## config.mk

```make
export PLATFORM = sky130hd
export DESIGN_NAME = key_wdt
export DESIGN_NICKNAME = d
export VERILOG_FILES = /design/src/rtl/key_wdt.sv
export SDC_FILE = /design/constraint.sdc
export NUM_CORES = 1
export LEC_CHECK = 0
export BUFFER_PORTS_ARGS = -buffer_cell sky130_fd_sc_hd__buf_2
export CORE_ASPECT_RATIO = 1.75
export CORE_MARGIN = 1
export CORE_UTILIZATION = 40
export DETAILED_ROUTE_END_ITERATION = 12
export GPL_TIMING_DRIVEN = 0
export SYNTH_ARGS = -nofsm -noshare
export SYNTH_HDL_FRONTEND = slang
export SYNTH_SLANG_ARGS = --single-unit
```

## constraint.sdc

```tcl
create_clock -name clk -period 2.8 [get_ports clk]
set_input_delay 0.28 -clock clk [delete_from_list [all_inputs] [get_ports clk]]
set_output_delay 0.28 -clock clk [all_outputs]
set_load 0.005 [all_outputs]
```

## src/rtl/key_wdt.sv

```systemverilog
module key_wdt #(
  parameter int CNT_W     = 16,
  parameter int PRE_W     = 12,
  parameter int BUSY_CYC  = 2,
  parameter int PULSE_CYC = 16
) (
  input  logic        clk,
  input  logic        rst_n,
  input  logic        bus_wr,
  input  logic [3:0]  bus_addr,
  input  logic [31:0] bus_wdata,
  output logic [31:0] bus_rdata,
  output logic        key_err,
  output logic        wdt_rst
);
  localparam logic [15:0] CNT_KEY = 16'h5A5A;
  localparam logic [23:0] CSR_KEY = 24'hA5A5A5;
  localparam int BUSY_W  = $clog2(BUSY_CYC + 1);
  localparam int PULSE_W = $clog2(PULSE_CYC + 1);

  logic [CNT_W-1:0]   cnt;
  logic [PRE_W-1:0]   pre;
  logic               en, ovf, key_err_q;
  logic [2:0]         sel;
  logic [7:0]         spare;
  logic [BUSY_W-1:0]  busy_cnt;
  logic [PULSE_W-1:0] pulse_cnt;

  function automatic logic [PRE_W-1:0] div_m1(input logic [2:0] s);
    case (s)
      3'd0:    div_m1 = PRE_W'(0);
      3'd1:    div_m1 = PRE_W'(3);
      3'd2:    div_m1 = PRE_W'(15);
      3'd3:    div_m1 = PRE_W'(31);
      3'd4:    div_m1 = PRE_W'(63);
      3'd5:    div_m1 = PRE_W'(127);
      3'd6:    div_m1 = PRE_W'(1023);
      default: div_m1 = PRE_W'(4095);
    endcase
  endfunction

  wire busy    = busy_cnt != '0;
  wire a_cnt   = bus_addr[3:2] == 2'd0;
  wire a_ctl   = bus_addr[3:2] == 2'd1;
  wire a_spr   = bus_addr[3:2] == 2'd2;
  wire mapped  = a_cnt || a_ctl || a_spr;
  wire key_ok  = a_cnt ? (bus_wdata[31:16] == CNT_KEY) : (bus_wdata[31:8] == CSR_KEY);
  wire live    = bus_wr && !busy && mapped;
  wire acc     = live && key_ok;
  wire bad     = live && !key_ok;
  wire tick    = en && (pre == div_m1(sel));
  wire wrap    = tick && (cnt == {CNT_W{1'b1}});

  always_ff @(posedge clk or negedge rst_n) begin
    if (!rst_n) begin
      cnt       <= '0;
      pre       <= '0;
      en        <= 1'b0;
      sel       <= 3'd0;
      ovf       <= 1'b0;
      spare     <= 8'd0;
      busy_cnt  <= '0;
      pulse_cnt <= '0;
      key_err_q <= 1'b0;
    end else begin
      key_err_q <= bad;

      if (!en || tick || (acc && (a_cnt || a_ctl))) pre <= '0;
      else                                          pre <= pre + 1'b1;

      if (acc && a_cnt) cnt <= bus_wdata[CNT_W-1:0];
      else if (tick)    cnt <= cnt + 1'b1;

      if (acc && a_ctl) begin
        en  <= bus_wdata[7];
        sel <= bus_wdata[2:0];
      end

      if (wrap)                            ovf <= 1'b1;
      else if (acc && a_ctl && !bus_wdata[4]) ovf <= 1'b0;

      if (acc && a_spr) spare <= bus_wdata[7:0];

      if (acc)       busy_cnt <= BUSY_W'(BUSY_CYC);
      else if (busy) busy_cnt <= busy_cnt - 1'b1;

      if (wrap)                   pulse_cnt <= PULSE_W'(PULSE_CYC);
      else if (pulse_cnt != '0)   pulse_cnt <= pulse_cnt - 1'b1;
    end
  end

  always_comb begin
    case (bus_addr[3:2])
      2'd0:    bus_rdata = 32'(cnt);
      2'd1:    bus_rdata = {24'd0, en, 1'b0, busy, ovf, 1'b0, sel};
      2'd2:    bus_rdata = {24'd0, spare};
      default: bus_rdata = 32'd0;
    endcase
  end

  assign key_err = key_err_q;
  assign wdt_rst = pulse_cnt != '0;
endmodule

```

==> results of run 1 <==
critical path: stages, from the launching register on:
cell and delay [ns]:
dfrtp_1 0.39, buf_4 0.18, nor4b_4 0.29, o311ai_2 0.14, a221oi_4 0.41, nand3_4 0.16, or4_4 0.51, o311ai_1 0.26
metrics by stage:
step	area [µm²]	worst slack, ns	hold WS (ns)	power, mW
floorplan	3183	0.5916	-0.01559	0.8664
global placement	3553	0.2058	0.4652	0.9432
detailed placement	3553	0.2156	0.4755	0.9466
CTS	3714	0.3562	0.2009	1.633
global route	3714	0.1626	0.2254	1.685
finish	3714	0.3719	0.1908	1.607
layout make-up:
cell class | count | area [µm²]
fillers | 762 | 3854
multi-input cells | 263 | 1713
flip-flops and latches | 49 | 1226
repair buffers | 52 | 260.3
plain buffers | 34 | 202.7
clock buffers | 5 | 125.1
well taps | 88 | 110.1
inverters | 11 | 41.29
clock inverters | 2 | 35.03
logic make-up (layout without fill, tap and decap cells):
group / count (synthesis) / after routing / synth area share (%)
compound gates: 52 / 52 / 11.08
xor+xnor: 17 / 17 / 4.762
fa+ha+maj: 5 / 5 / 2.001
buf+inv: 45 / 104 / 7.803
flops: 49 / 49 / 39.22
mux: 24 / 24 / 8.163
other cells: 1 / 16 / 0.1199
simple gates: 149 / 149 / 26.85
per-layer routing:
layer / vias to the layer above / track usage, %
met5: - / 0
met3: 15 / 3.257
met2: 71 / 34.62
met1: 1239 / 21.05
met4: 0 / 9.566
li1: 1348 / -
placed cells by master, fill, tap and decap left out, types with 6 or more instances in the layout:
cell type	synthesis	routed
buf_2	3	55
and2_1	8	8
o21ai_0	20	20
or3_1	8	8
dfrtp_1	49	49
mux2_2	12	12
nor2_1	38	38
conb_1	1	16
nor4bb_1	7	7
a31oi_1	9	9
and3_1	6	6
buf_4	17	17
a21oi_1	7	7
nor3_1	6	6
nand3_1	12	12
nand2_1	31	31
xor2_1	12	12
clkbuf_1	13	13
inv_1	11	11
nand4_1	10	10
mux2i_1	12	12
flip-flops by register name (all words and copies together) (netlist names):
name / flops
cnt: 16
pre: 12
spare: 8
pulse_cnt: 5
sel: 3
busy_cnt: 2
en: 1
key_err: 1
ovf: 1
power breakdown:
| group | internal [mW] | total, mW | switching (mW) |
|---|---|---|---|
| clock network | 0.415 | 0.677 | 0.262 |
| logic | 0.0917 | 0.196 | 0.104 |
| registers | 0.727 | 0.734 | 0.00730 |
path summary, 6_finish.rpt:
| kind | endpoint | startpoint | slack [ns] | cells past startpoint |
|---|---|---|---|---|
| min reg2reg | pre[0]$_DFF_PN0_ | pre[0]$_DFF_PN0_ | 0.48 | 1 |
| max reg2reg | cnt[15]$_DFFE_PN0P_ | sel[1]$_DFFE_PN0N_ | 0.37 | 7 |
| min | busy_cnt[1]$_DFFE_PN0P_ | rst_n | 0.19 | 1 |
| max in group asynchronous | pre[5]$_DFF_PN0_ | rst_n | 1.91 | 1 |
| min in group clk | busy_cnt[0]$_DFFE_PN0P_ | bus_wr | 0.21 | 2 |
| max | cnt[15]$_DFFE_PN0P_ | sel[1]$_DFFE_PN0N_ | 0.37 | 7 |
==> impl_results.md, run 1 <==
* DRC Markers at 0
* VDD IR max at roughly 440 µV
* Highest routed layer: met4
* Yosys reg bits at between 40 and 50
* Initial antenna violation count at 0
* Most numerous cell in the Yosys netlist: dfrtp_1
* CTS tree: yes
* Die X at 68.84 µm
* Kind of critical path: flop to flop
* Final cell count without fillers at slightly above 500
* Sink Count at between 40 and 50
* CTS Buffer Depth at 2
* Seq/Total Area, Yosys at 39.22%
* # H-tree levels at 2
* Core area at 0.007567 mm²
* Site Rows at 42
* PwrDens at 432.8 mW/mm²
* Root buffer cell: clkbuf_16
* Layout area overhead at 18.77%
* Nature of the critical path endpoint: flop
* CTS Hold Buffers Added at 0
* Port bufs at 52
* Setup bufs post-CTS at 0
* Number of flops mapped to enable cells by yosys at 0
* Total negative slack at 0 ns
* Final core occ at 49.07%
* GRT Util Overall at 19.46%
* Post-DRT Antenna Nets at 0
* Vias in the first global route at 2630
* Data required, critical path at 2.99 ns
* Ports at 73
* Metal-1 WL at 2909 µm
* First-pass GRT wire length at 11730 µm
* Top cells by area, synth: dfrtp_1, nor2_1, mux2_2, buf_4, mux2i_1
* CTS resizes at 0
* WP data arrival at around 2.6 ns
* Skew final at a little under 0.01 ns
* Fmax achieved at 411.8 MHz
* Final setup fails at 0
* Grt ovf at 0
* Layout cell share with drive strength beyond 1 at 23.80%
* Startpoint class of the critical path: flop
* Die area at a little over 0.008 mm²
* Diodes inserted at 0
* Die Ht at ~120 µm
* Prevailing post-synth register cell: dfrtp_1
* RSZ-0062 raised after global routing: false
* Commonest cells in the netlist: dfrtp_1, nor2_1, nand2_1, o21ai_0, buf_4
* Min Tclk post-route at 2.428 ns
* CTS buffer count at 5
* Post-DP HPWL at between 5000 and 6000 µm
* Hold Path Class: input pin to async pin
* Clk_lat worst skew at 0.29 ns
* Hold Vio Cnt, Final at 0
* DR WL met2 at 3833 µm
* Placed cell count at 497
* Slew Limit Fails at 0
* Relative slew slack at between 20% and 30%
* Layout Nets at 460
* Ys async rst share at 100.0%
* Vias at 2673
* Clock-pin slew on the worst setup and hold paths at 0.07 ns
* Drt first pass iters at 4
* WL final at 7294 µm
* Syn. warnings at 0
* Period Utilization, post-route at 86.72%
* Initial Util at roughly two fifths
* Post-DR vias/cell at around 5.3
* CP Max Fanout at 10
* Max cap viols at 0
* WL per Instance at 14.47 µm
* Post-synthesis cell count at 342
* RePlAce Congestion at between 0.8 and 0.9
* Tightest Pin Transition at 1.106 ns
* Avg Inst Size Synth at 9.143 µm²
* Leakage power at 1.785 nW
* Largest net degree at the start of global routing at 50
* Initial DRC count at 85
* Outcome: finished clean
* Routed met3 length at 316 µm
* Yosys top cell by area: dfrtp_1
* Area fraction of the dominant cell type after synthesis at 39.22%
* Yosys cell types at 46
* Post-synthesis cell area at 0.003127 mm²
Power figures use the tool's default switching activity.
==> run 2: changes to the inputs <==
--- a/config.mk
+++ b/config.mk
@@ -11,6 +11,7 @@
 export CORE_UTILIZATION = 40
 export DETAILED_ROUTE_END_ITERATION = 12
 export GPL_TIMING_DRIVEN = 0
+export MAX_ROUTING_LAYER = met4
 export SYNTH_ARGS = -nofsm -noshare
 export SYNTH_HDL_FRONTEND = slang
 export SYNTH_SLANG_ARGS = --single-unit
==> run 2 against run 1 <==
Net effect: clock-buffer cell count unchanged; final area unchanged; total power about the same; wire length about the same; clock power about the same; critical path type unchanged; largest cell class unchanged.
==> impl_results.md, run 2 (synthesized netlist as in run 1, its figures left out) <==
* Largest net degree at the start of global routing at 50
* Leakage power at 1.785 nW
* Initial DRC count at 93
* Nature of the critical path endpoint: flop
* Port bufs at 52
* Ports at 73
* Die X at 68.84 µm
* Relative slew slack at ~26%
* Reg2reg path depth at 7
* Die Ht at 119.0 µm
* Top Registers: cnt x16, pre x12, spare x8
* Slew Limit Fails at 0
* CTS buffer count at 5
* Max cap viols at 0
* Layout cell share with drive strength beyond 1 at 23.80%
* Period Utilization, post-route at 86.81%
* Vias in the first global route at 2632
* Commonest non-fill, non-tap cell in the layout: buf_2
* CTS Hold Buffers Added at 0
* Slack of the critical path at 0.3694 ns
* Hold Vio Cnt, Final at 0
* Kind of critical path: flop to flop
* Most frequent cells in the layout: buf_2, dfrtp_1, nor2_1, nand2_1, o21ai_0
* CTS resizes at 0
* Core area at between 0.007 and 0.008 mm²
* Critical R2R Launch: sel[1]$_DFFE_PN0N_
* Layout area overhead at 18.77%
* WL per Instance at 14.47 µm
* CTS Buffer Depth at 2
* WP data arrival at 2.62 ns
* Outcome: finished clean
* WL final at 7292 µm
* Skew final at 0.01110 ns
* GRT Util Overall at 20.00%
* Startpoint class of the critical path: flop
* Crit Reg-Reg Endpoint: cnt[15]$_DFFE_PN0P_
* Grt ovf at 0
* Fmax achieved at 411.4 MHz
* CP startpoint: sel[1]$_DFFE_PN0N_
* Hold slack at around 0.18 ns
* VDD IR max at roughly 440 µV
* # H-tree levels at 2
* First-pass GRT wire length at 11740 µm
* CP max stage delay at 0.51 ns
* CTS tree: yes
* Setup bufs post-CTS at 0
* Clock-pin slew on the worst setup and hold paths at 0.07 ns
* CP Max Fanout at 10
* RePlAce Congestion at around 0.85
* Drt first pass iters at 4
* Final core occ at 49.07%
* Root buffer cell: clkbuf_16
* Post-DRT Antenna Nets at 0
* Site Rows at 42
* Total negative slack at 0 ns
* Data required, critical path at 2.99 ns
* Vias at 2667
* Die area at between 0.008 and 0.009 mm²
* Post-DR vias/cell at 5.292
* RSZ-0062 raised after global routing: false
* PwrDens at 432.4 mW/mm²
* Number of flip-flops in the largest register at 16
* Hold Path Class: input pin to async pin
* Final setup fails at 0
* Post-DP HPWL at between 5000 and 6000 µm
* Dpl ws at 0.2156 ns
* Crit path cell chain: buf_4 -> nor4b_4 -> o311ai_2 -> a221oi_4 -> nand3_4 -> or4_4 -> o311ai_1
* CP max stage cell: or4_4
* Diodes inserted at 0
* Initial antenna violation count at 0
* Reg with most FFs: cnt
* Layout Nets at 460
* Min Tclk post-route at 2.431 ns
* R2r setup slk at approximately 0.37 ns
* Sink Count at between 40 and 50
* DRC Markers at 0
* Tightest Pin Transition at 1.117 ns
* Clk_lat worst skew at 0.29 ns
* Initial Util at 41.32%
run 2: cell counts in the layout (fill, tap and decap cells not counted):
No cell type changed its count.
run 2: cell type report:
| class | count | area [µm²] |
|---|---|---|
| flip-flops and latches | 49 | 1226 |
| fillers | 762 | 3854 |
| multi-input cells | 263 | 1713 |
| clock inverters | 2 | 35.03 |
| clock buffers | 5 | 125.1 |
| inverters | 11 | 41.29 |
| repair buffers | 52 | 260.3 |
| plain buffers | 34 | 202.7 |
| well taps | 88 | 110.1 |
run 2: worst max-delay path, delay by kind of cell (launching register included):
kind / cells / cell delay (ns)
AO/OA/AOI/OAI: 3 / 0.81
buffers and inverters: 1 / 0.18
AND/OR/NAND/NOR: 3 / 0.95
flip-flops: 1 / 0.39
run 2: how the worst max path moves through the flow:
stage                               end  slack (ns)  cells past startpoint
floorplan           cnt[15]$_DFFE_PN0P_        0.59                      7
global placement      pre[10]$_DFF_PN0_        0.21                      8
detailed placement     pre[8]$_DFF_PN0_        0.22                      8
CTS                 cnt[15]$_DFFE_PN0P_        0.36                      6
global route        cnt[15]$_DFFE_PN0P_        0.16                      7
finish              cnt[15]$_DFFE_PN0P_        0.37                      7
run 2: per-layer routing:
metal / routed length [µm] / vias up / GRT usage, %
met1: 2887 / 1235 / 21.05
met3: 315 / 13 / 3.257
met2: 3882 / 76 / 34.68
met5: 0 / - / -
met4: 206 / 0 / 9.566
li1: - / 1343 / -
run 2: stage by stage:
stage / cells / power (mW) / cell area, µm²
after floorplan: 357 / 0.8664 / 3183
after global placement: 497 / 0.9432 / 3553
after detailed placement: 497 / 0.9466 / 3553
after CTS: 504 / 1.633 / 3714
after global routing: 504 / 1.685 / 3714
final: 504 / 1.606 / 3714
run 2: power by group:
part           internal [mW]  switching, mW
Combinational         0.0916          0.104
Sequential             0.727        0.00730
Clock                  0.415          0.261
Total                   1.23          0.372
==> run 3: changes to the inputs <==
--- a/config.mk
+++ b/config.mk
@@ -5,6 +5,7 @@
 export SDC_FILE = /design/constraint.sdc
 export NUM_CORES = 1
 export LEC_CHECK = 0
+export ABC_AREA = 1
 export BUFFER_PORTS_ARGS = -buffer_cell sky130_fd_sc_hd__buf_2
 export CORE_ASPECT_RATIO = 1.75
 export CORE_MARGIN = 1
==> run 3 against run 2 <==
Net effect: sequential share of layout area fell by 3.2 points; clock skew decreased by 0.0029 ns; hold slack improved by 0.025 ns; combinational power increased by 14%; utilization rose by 0.074 points; synthesized cell count is 45% higher; first-iteration DRC count up 53%; area after synthesis grew 11%; final area is 11% higher; total power up 3.9%; wire length is 25% higher; clock power increased by 4.4%; critical path type unchanged; critical endpoint unchanged; largest cell class unchanged.
==> impl_results.md, run 3 <==
* Layout area overhead at 18.37%
* Layout Nets at slightly above 600
* Area fraction of the dominant cell type after synthesis at between 30% and 40%
* Top Registers: cnt x16, pre x12, spare x8
* Prevailing post-synth register cell: dfrtp_1
* Die area at around 0.0091 mm²
* Diodes inserted at 0
* WL final at 9132 µm
* Initial DRC count at 142
* Commonest non-fill, non-tap cell in the layout: nand2_1
* Clk_lat worst skew at 0.30 ns
* Fill cells at around 900
* Max cap viols at 0
* Fmax achieved at 529.5 MHz
* DRC Markers at 0
* Skew final at 0.008224 ns
* Kind of critical path: flop to flop
* CTS Buffer Depth at 2
* # H-tree levels at 2
* Yosys top cell by area: dfrtp_1
* Core area at 0.008368 mm²
* Vias at between 3000 and 4000
* CTS buffer count at 5
* Multi-input gate area at 0.001887 mm²
* Post-DP HPWL at 7256 µm
* Leakage power at 2.125 nW
* GRT Util Overall at between 20% and 30%
* Tightest Pin Transition at 1.147 ns
* Port bufs at 54
* Post-synthesis cell count at 496
* Root buffer cell: clkbuf_16
* Area share of and/or/nand/nor cells after synthesis at 41.23%
* Ports at 73
* Top cells by area, synth: dfrtp_1, nand2_1, nand3_1, nor2_1, inv_1
* Startpoint class of the critical path: flop
* WP data arrival at 2.07 ns
* Post-DRT Antenna Nets at 0
* Most frequent cells in the layout: nand2_1, nand3_1, nor2_1, buf_2, inv_1
* Layout cell share with drive strength beyond 1 at 19.37%
* WL per Instance at 13.27 µm
* Avg Inst Size Synth at between 7 and 8 µm²
* Syn. warnings at 0
* Commonest cells in the netlist: nand2_1, nand3_1, nor2_1, inv_1, dfrtp_1
* CTS Hold Buffers Added at 0
* Reg with most FFs: cnt
* RSZ-0062 raised after global routing: false
* Synth Area in Adders at under 10%
* Post-DR vias/cell at 4.831
* Hold Vio Cnt, Final at 0
* PwrDens at 405.7 mW/mm²
* Min Tclk post-route at 1.889 ns
* CP Max Fanout at 9
* Most numerous cell in the Yosys netlist: nand2_1
* Grt ovf at 0
* Sink Count at roughly 50
* Seq/Total Area, Yosys at 35.29%
* RePlAce Congestion at 0.8736
* Register area at roughly 0.0012 mm²
* Combinational family with the most area after synthesis: simple AND/OR/NAND/NOR gates
* Initial antenna violation count at 0
* Clock-pin slew on the worst setup and hold paths at 0.07 ns
* Ys async rst share at 100.0%
* Drt first pass iters at 4
* CTS resizes at 0
* Relative slew slack at 23.56%
* First-pass GRT wire length at 15000 µm
* Final setup fails at 0
* Post-synthesis mux area share at 0%
* Hold Path Class: input pin to async pin
* Post-synthesis cell area at roughly 0.0035 mm²
* Slew Limit Fails at 0
* VDD IR max at 300.4 µV
* Period Utilization, post-route at 67.45%
* Number of flops mapped to enable cells by yosys at 0
* Total negative slack at 0 ns
* Synth Area in XOR/XNOR at 5.798%
* Initial Util at roughly two fifths
* Die X at just over 70 µm
* Outcome: finished clean
* Number of flip-flops in the largest register at 16
* Yosys reg bits at 49
* Post-synthesis compound-gate area fraction at about 3.7%
* Hold slack at 0.2080 ns
* Largest net degree at the start of global routing at 50
* CTS tree: yes
* Nature of the critical path endpoint: flop
* Setup bufs post-CTS at 0
* Vias in the first global route at 3283
* Data required, critical path at roughly 3.0 ns
* Site Rows at 44
* Die Ht at 125.3 µm
* Yosys cell types at 36
## run 3: cell count changes after synthesis, sizes merged, moves of 9 or more
cell,change
clkbuf,-12
inv,+48
and2,-9
xor2,+9
o21ai,-11
nand2,+96
a31oi,-9
mux2i,-12
nand3,+69
mux2,-12
nor2,+39
## run 3: area by class of cell
type	instances	area share, %
clock inverter	2	0.9431
inverter	60	5.537
clock buffer	6	3.134
multi-input combinational	376	45.88
tap	115	3.499
timing repair buffer	54	6.571
sequential	49	29.81
buffer	26	4.624
## run 3: cells by family after synthesis
| group | count (synthesis) |
|---|---|
| AND/OR/NAND/NOR | 310 |
| buffers and inverters | 86 |
| flip-flops | 49 |
| XOR/XNOR | 23 |
| AO/OA/AOI/OAI | 22 |
| adder cells (fa/ha/maj) | 5 |
| other | 1 |
## run 3: worst paths after layout
| kind | startpoint | endpoint | slack, ns | cells past startpoint |
|---|---|---|---|---|
| worst max-delay path | busy_cnt[0]$_DFFE_PN0P_ | cnt[15]$_DFFE_PN0P_ | 0.91 | 9 |
| worst min-delay path | rst_n | spare[2]$_DFFE_PN0P_ | 0.21 | 1 |
| worst max register to register | busy_cnt[0]$_DFFE_PN0P_ | cnt[15]$_DFFE_PN0P_ | 0.91 | 9 |
| worst min register to register | pre[0]$_DFF_PN0_ | pre[0]$_DFF_PN0_ | 0.48 | 1 |
| max in group asynchronous | rst_n | cnt[15]$_DFFE_PN0P_ | 1.89 | 1 |
| min in group clk | bus_wdata[3] | spare[3]$_DFFE_PN0P_ | 0.21 | 3 |
## run 3: per-stage QoR
stage               worst slack, ns  area, µm²  total power, mW  cells  util (%)
floorplan                     1.215       3531           0.8871    511         -
global placement             0.8948       3945           0.9754    680     47.14
detailed placement           0.9034       3945           0.9790    680     47.14
CTS                          0.8917       4113            1.682    688     49.15
global route                 0.7377       4113            1.741    688     49.15
finish                       0.9113       4113            1.668    688     49.15
## run 3: power by group
group          leakage, nW  internal [mW]  switching (mW)  total (mW)
clock network       0.0810          0.424           0.282       0.706
registers            0.640          0.729         0.00923       0.738
logic                 1.40         0.0892           0.135       0.224
## run 3: worst max-delay path, cell delays in order, from the launching register on
cell     delay [ns]
dfrtp_1        0.39
inv_1          0.06
ha_1           0.22
and3_1         0.16
buf_2          0.15
inv_1          0.09
nor2_4         0.27
inv_1          0.22
nand3_1        0.13
nand3_1        0.07
## run 3: per-layer routing
metal | part of all wire, % | GRT usage, % | up-vias
met5 | 0 | - | -
met4 | 2.9 | 10.84 | 0
met3 | 2.8 | 2.579 | 12
met2 | 57 | 40.57 | 68
met1 | 37 | 22.05 | 1551
li1 | - | - | 1693
